$ cat src/rtl/fault_confine.sv
module fault_confine #(
  parameter int W        = 9,
  parameter int STEP     = 8,
  parameter int LIM_PASS = 127,
  parameter int LIM_OFF  = 255,
  parameter int WARN_LVL = 96,
  parameter int RELOAD   = 127
) (
  input  logic         clk,
  input  logic         rst_n,
  input  logic         restart,
  input  logic         irq_en,
  input  logic         role_tx,
  input  logic         rx_err,
  input  logic         rx_err_in_flag,
  input  logic         dom_after_flag,
  input  logic         tx_err,
  input  logic         exc_ack_passive,
  input  logic         exc_arb_stuff,
  input  logic         flag_bit_err,
  input  logic         dom_run8,
  input  logic         tx_ok,
  input  logic         rx_ok,
  output logic [W-1:0] tec,
  output logic [W-1:0] rec,
  output logic [1:0]   state,
  output logic         warn,
  output logic         busoff,
  output logic         irq
);
  localparam int SW = W + 3;
  localparam logic [SW-1:0] MAXV = SW'((1 << W) - 1);
  localparam logic [W-1:0]  ONE  = 1;
  localparam logic [SW-1:0] S8   = SW'(STEP);
  localparam logic [SW-1:0] S1   = 1;

  logic [SW-1:0] tec_add, rec_add, tec_sum, rec_sum;
  logic [W-1:0]  tec_base, rec_base, tec_nxt, rec_nxt;
  logic          warn_nxt, boff_nxt;

  always_comb begin
    tec_add = ((tx_err && !exc_ack_passive && !exc_arb_stuff) ? S8 : '0)
            + ((role_tx && flag_bit_err) ? S8 : '0)
            + ((role_tx && dom_run8) ? S8 : '0);
    rec_add = ((rx_err && !rx_err_in_flag) ? S1 : '0)
            + (dom_after_flag ? S8 : '0)
            + ((!role_tx && flag_bit_err) ? S8 : '0)
            + ((!role_tx && dom_run8) ? S8 : '0);
  end

  assign tec_base = (tx_ok && tec != '0) ? tec - ONE : tec;
  assign rec_base = !rx_ok ? rec
                  : (rec > W'(LIM_PASS)) ? W'(RELOAD)
                  : (rec != '0) ? rec - ONE : rec;

  assign tec_sum = SW'(tec_base) + tec_add;
  assign rec_sum = SW'(rec_base) + rec_add;
  assign tec_nxt = (tec_sum > MAXV) ? MAXV[W-1:0] : tec_sum[W-1:0];
  assign rec_nxt = (rec_sum > MAXV) ? MAXV[W-1:0] : rec_sum[W-1:0];

  assign warn     = (tec >= W'(WARN_LVL)) || (rec >= W'(WARN_LVL));
  assign warn_nxt = (tec_nxt >= W'(WARN_LVL)) || (rec_nxt >= W'(WARN_LVL));
  assign boff_nxt = tec_nxt > W'(LIM_OFF);

  assign state = busoff ? 2'd2
               : ((tec > W'(LIM_PASS)) || (rec > W'(LIM_PASS))) ? 2'd1 : 2'd0;

  always_ff @(posedge clk or negedge rst_n) begin
    if (!rst_n) begin
      tec <= '0; rec <= '0; busoff <= 1'b0; irq <= 1'b0;
    end else if (restart) begin
      tec <= '0; rec <= '0; busoff <= 1'b0; irq <= 1'b0;
    end else if (!busoff) begin
      tec    <= tec_nxt;
      rec    <= rec_nxt;
      busoff <= boff_nxt;
      irq    <= boff_nxt || (irq_en && warn_nxt && !warn);
    end else begin
      irq <= 1'b0;
    end
  end

  p_busoff_sticky_r3: assert property (@(posedge clk) disable iff (!rst_n)
    busoff && !restart |=> busoff && tec == $past(tec) && rec == $past(rec));

  p_restart_clears_r3: assert property (@(posedge clk) disable iff (!rst_n)
    restart |=> tec == '0 && rec == '0 && !busoff && state == 2'd0);

  p_tx_ok_dec_r8: assert property (@(posedge clk) disable iff (!rst_n)
    !busoff && !restart && tx_ok && !tx_err && !(role_tx && (flag_bit_err || dom_run8))
      && tec != '0 |=> tec == $past(tec) - ONE);

  p_rx_reload_r9: assert property (@(posedge clk) disable iff (!rst_n)
    !busoff && !restart && rx_ok && rec > W'(LIM_PASS) && !rx_err && !dom_after_flag
      && !(!role_tx && (flag_bit_err || dom_run8)) |=> rec == W'(RELOAD));

  p_busoff_irq_r11: assert property (@(posedge clk) disable iff (!rst_n)
    $rose(busoff) |-> irq);

  p_rec_no_wrap_r12: assert property (@(posedge clk) disable iff (!rst_n)
    !busoff && !restart && !rx_ok |=> rec >= $past(rec));

  p_irq_pulse_r10: assert property (@(posedge clk) disable iff (!rst_n)
    irq |=> !irq || restart || $past(restart) || busoff == 1'b0);
endmodule

$ cat config.mk
export PLATFORM = sky130hd
export DESIGN_NAME = fault_confine
export DESIGN_NICKNAME = d
export VERILOG_FILES = /design/src/rtl/fault_confine.sv
export SDC_FILE = /design/constraint.sdc
export NUM_CORES = 1
export LEC_CHECK = 0
export BUFFER_PORTS_ARGS = -buffer_cell sky130_fd_sc_hd__buf_4
export CAP_MARGIN = 20
export CORE_MARGIN = 3
export CORE_UTILIZATION = 39
export DETAILED_ROUTE_END_ITERATION = 10
export GPL_TIMING_DRIVEN = 0
export HOLD_SLACK_MARGIN = 0.05
export SYNTH_ARGS = -nofsm -noshare
export SYNTH_HDL_FRONTEND = slang
export SYNTH_SLANG_ARGS = --single-unit
$ cat constraint.sdc
create_clock -name clk -period 5.6 [get_ports clk]
set_input_delay 1.12 -clock clk [delete_from_list [all_inputs] [get_ports clk]]
set_output_delay 1.12 -clock clk [all_outputs]
set_load 0.02 [all_outputs]
Yosys cells after proc, flatten, opt, wreduce, memory -nomap -nowiden
Cells that the tools add are included.

Add/subtract/negate cells: 9. Multipliers: 0. Divide/modulo/power cells: 0. $lt $le $gt $ge: 9. Equal/unequal tests: 1. Shift-type cells: 0. Mux-type cells: 23. Bitwise logic cells: 0. Reductions and logical operators: 21.

Operators with widths (number): $mux W9 (10); $ge A9 B7 Y1 const B (4); $mux W4 (6); $gt A10 B9 Y1 const B (2); $gt A9 B7 Y1 const B (2); $reduce_bool A9 Y1 (2); $sub A9 B1 Y9 const B (2); $add A5 B4 Y6 (2); $add A9 B6 Y10 (1); $add A9 B7 Y10 (1); $logic_and A1 B1 Y1 (10); $gt A9 B8 Y1 const B (1); $add A6 B4 Y7 (1); $mux W1 (6); $add A1 B4 Y5 (1); $add A4 B4 Y5 (1); $logic_not A1 Y1 (5); $logic_or A1 B1 Y1 (4); $mux W2 (1); $ne A2 B2 Y1 const B (1).

Register bits after elaboration: 20. Latch bits: 0. Memory bits (writable): 0. Bits in read-only memories: 0. Input port bits: 15. Logic and storage cells: 67. Memories: 0.

Logic depth before layout (Yosys ltp)
Depth after elaboration: 16. Gate-level depth with buffers: 18. Depth with buffers taken out: 17.

Worst setup path after synthesis
OpenSTA, ideal clock, no wires.

Kind: reg-to-reg. Start point: reg tec[0]. End point: reg tec[8]. Library setup time: 0.078 ns. Data arrival time: 4.020 ns. Data required time: 5.522 ns. Setup slack: 1.502 ns. Cell stages (with the launch flop): 18. Path buffers: 0. Path through: dfrtp_1 inv_1 ha_1 or3b_2 or3_1 nand2_1 or4_1 xnor2_1 fa_1 inv_1 ha_1 ha_1 inv_1 fa_1 a221oi_1 mux2i_1 nand2_1 a21oi_1.

Word-level cells in the longest chain between the ends: 8.

RTL lines: start, declared (RTL line 24) `output logic [W-1:0] tec,`; start signal, assigned (RTL line 74) `tec <= tec_nxt;`; parallel branches: the longest is 2 deep, another holds $sub A9 B1 Y9; $mux W9 (*) (RTL line 51) `assign tec_base = (tx_ok && tec != '0) ? tec - ONE : tec;`; $add A9 B6 Y10 (*) (RTL line 56) `assign tec_sum = SW'(tec_base) + tec_add;`; $gt A10 B9 Y1 (RTL line 58) `assign tec_nxt = (tec_sum > MAXV) ? MAXV[W-1:0] : tec_sum[W-1:0];`; $mux W9 (*) (RTL line 58); $mux W9 (*) (RTL line 73) `end else if (!busoff) begin`; $mux W9 (*) (RTL line 71) `end else if (restart) begin`.

Mark *: on every way between the ends. The select of a mux whose other input is x is not followed. A chain may end at the register's enable or synchronous reset.

Final worst setup path
Start point: reg tec[0]. End point: reg irq.

Word-level cells in the longest chain between the ends: 13.

RTL lines: parallel branches: the longest is 10 deep, another holds $add A9 B6 Y10; $logic_or A1 B1 Y1 (*) (RTL line 77) `irq <= boff_nxt || (irq_en && warn_nxt && !warn);`; $mux W1 (*) (RTL line 73); $mux W1 (*) (RTL line 71); end signal, assigned (RTL line 77); end, declared (RTL line 29) `output logic irq`.

Mark *: on every way between the ends.

==> reports/metrics.yaml <==
routing:
  wl_um: 4950
  drc: 0
  drt-pass1-iter-count: 4
  drt_iter0_markers: 77
  viasPerCell: 5.33
  via_count: 1800
  wl_per_cell_um: 14.6
  ant_nets: 0
yosys:
  ys.flop_type: "dfrtp_1"
  syn_nets: 266
  ys_seq_area_frac: 0.257
  syn_inst: 231
  synth_warnings: 0
  syn_area_mm2: 0.00194
  syn_area_per_cell_um2: 8.42
  synth_seq_cells: 20
  yosysUniqueCellTypes: 54
  synth-edff-count: 0
  async_flop_share: 1.00
power_and_ir_drop:
  power_leakage_nw: 1.08
  power_density_mw_per_mm2: 558
  ir_drop_v: 0.000264
worst_hold_path:
  min_path_type: "register to register"
timing:
  setup_slack_ps: 974
  skew_ps: 3.66
  setup_violations: 0
  drv_slew: 0
  worstMarginPinSlew_ps: 660
  fin_tns_setup_ps: 0
  period_minus_slack_ps: 4630
  fin_crit_sh: 0.826
  finalHoldViolations: 0
  slew_headroom: 0.554
  rsz0062_at_grt: "false"
  fmax_mhz: 216
final_layout:
  final_cells: 338
  syn2layout_area_growth_pct: 21.0
  diodes: 0
  final_design_area_no_fill_mm2: 0.00235
  fin_nets: 307
  layout-drive-gt1-share: 0.214
placement:
  dpl.hpwl_um: 3890
  pre_cts_ws_ps: 974
  post_dp_cell_area_mm2: 0.00230
  place.gp.congestion: 0.799
  port_buffers: 36
  dp.cells: 334
critical_path:
  critical_path_required_ps: 5780
  criticalPathCategory: "register to register"
  end_kind: "register"
  worstPathMaxFanout: 8
  cp_slowest_cell: "or3b_2"
  max_stage_delay_ps: 500
  cp.arrival_ps: 4800
  cp_cell_sequence: "inv_1, ha_1, or3b_2, or3_1, nand2_1, or4_1, xnor2_1, fa_1, inv_1, ha_1, ha_1, inv_1, fa_1, a221oi_1, mux2i_1, o21bai_1, a31oi_1"
  cp-start-kind: "register"
grt:
  grt_first_pass_wirelength_um: 8400
  first_global_vias: 1697
  grtUsageTotal: 0.173
  antenna_found_initial: 0
  grt_start_max_net_pins: 21
  grt_remaining_overflow: 0
floorplan:
  die_h_um: 76.6
  io_pins: 38
  dieArea_mm2: 0.00587
  core_mm2: 0.00479
  std_cell_rows: 25
  die_w_um: 76.6
  start_util: 0.406
cts:
  cts.sinks: 20
  clockRootBuffer: "clkbuf_8"
  clock_latency_ps: 260
  cts_setup_buffers: 0
  cts_tree: "built"
  cts_buffers: 3
  post_cts_resized: 0
  htree_levels: 1
  cts_hold_buf: 0
  clkSlewWorstSetupHoldPaths_ps: 80
  max-clock-path-buffers: 2
status:
  outcome: "complete, no violations"
run:
  max_cap_violations: 0
-- layout by cell type (no fill, tap or decap), types with 4 or more instances in the layout --
cell type / instances
a21oi_1: 16
a31oi_1: 6
buf_4: 37
clkbuf_1: 5
clkbuf_8: 4
dfrtp_1: 20
ha_1: 17
inv_1: 20
nand2_1: 26
nand3_1: 5
nand4_1: 4
nor2_1: 14
nor4b_1: 4
o21ai_0: 8
xnor2_1: 10
xor2_1: 4
-- state kept, by name, summed over array words and instances (netlist names) --
name    count
tec         9
busoff      1
rec         9
irq         1
-- critical path, delay by kind of cell (launching register included) --
kind | cells | cell delay, ps
xor+xnor | 1 | 170
flops | 1 | 470
simple gates | 4 | 1240
fa+ha+maj | 5 | 1410
compound gates | 3 | 640
buf+inv | 3 | 230
mux | 1 | 380
-- where the power goes --
group	switching (mW)	internal (mW)
combinational	0.508	0.398
clock	0.0497	0.0626
sequential	0.101	0.195
total	0.658	0.655
-- synth_stat cells, types with 3 or more instances --
library cell,number,share of area
a211oi_1,3,0.012
a21oi_1,16,0.041
a221oi_1,3,0.014
a31oi_1,6,0.019
clkbuf_1,5,0.0097
dfrtp_1,20,0.26
fa_1,3,0.031
ha_1,17,0.11
inv_1,20,0.039
nand2_1,26,0.050
nand3_1,5,0.013
nand4_1,4,0.013
nor2_1,14,0.027
nor2b_1,3,0.0097
nor3_1,3,0.0077
nor4_1,3,0.0097
nor4b_1,4,0.018
o211ai_1,3,0.012
o21a_1,3,0.012
o21ai_0,8,0.021
or4_1,3,0.012
xnor2_1,10,0.045
xor2_1,4,0.018
-- final cells by class --
type | instances | area [um2]
sequential | 20 | 500
fill | 481 | 2430
clock buffer | 4 | 55.1
buffer | 10 | 58.8
timing repair buffer | 36 | 270
tap | 67 | 83.8
multi-input combinational | 181 | 1310
inverter | 20 | 75.1
-- layer usage --
layer | global-route usage | vias to the layer above | share of wire
met5 | 0 | - | 0
met1 | 0.260 | 848 | 0.51
met2 | 0.261 | 38 | 0.44
met3 | 0.0378 | 0 | 0.043
li1 | - | 914 | -
met4 | 0.0181 | 0 | 0
-- worst paths after layout --
check,start,endpoint,slack [ps],depth (start not counted)
min reg2reg,tec[8],tec[8],630,2
max reg2reg,tec[0],irq,970,17
max in group asynchronous,rst_n,tec[6],4660,1
min,tec[8],tec[8],630,2
min in group asynchronous,rst_n,tec[1],720,1
max,tec[0],irq,970,17
-- stage by stage --
stage,hold WS [ps],power (mW),utilization
2_1_floorplan,658,0.932,-
3_3_place_gp,613,1.20,0.480
3_5_place_dp,618,1.20,0.480
4_1_cts,629,1.32,0.492
5_1_grt,676,1.45,0.492
6_report,628,1.31,0.492
-- cells by family after synthesis --
| family | after synthesis | share of synthesized area |
|---|---|---|
| simple gates | 87 | 0.253 |
| compound gates | 59 | 0.212 |
| buf+inv | 30 | 0.0689 |
| fa+ha+maj | 20 | 0.140 |
| flops | 20 | 0.257 |
| xor+xnor | 14 | 0.0631 |
| mux | 1 | 0.00515 |
(Power assumes the default switching activity.)
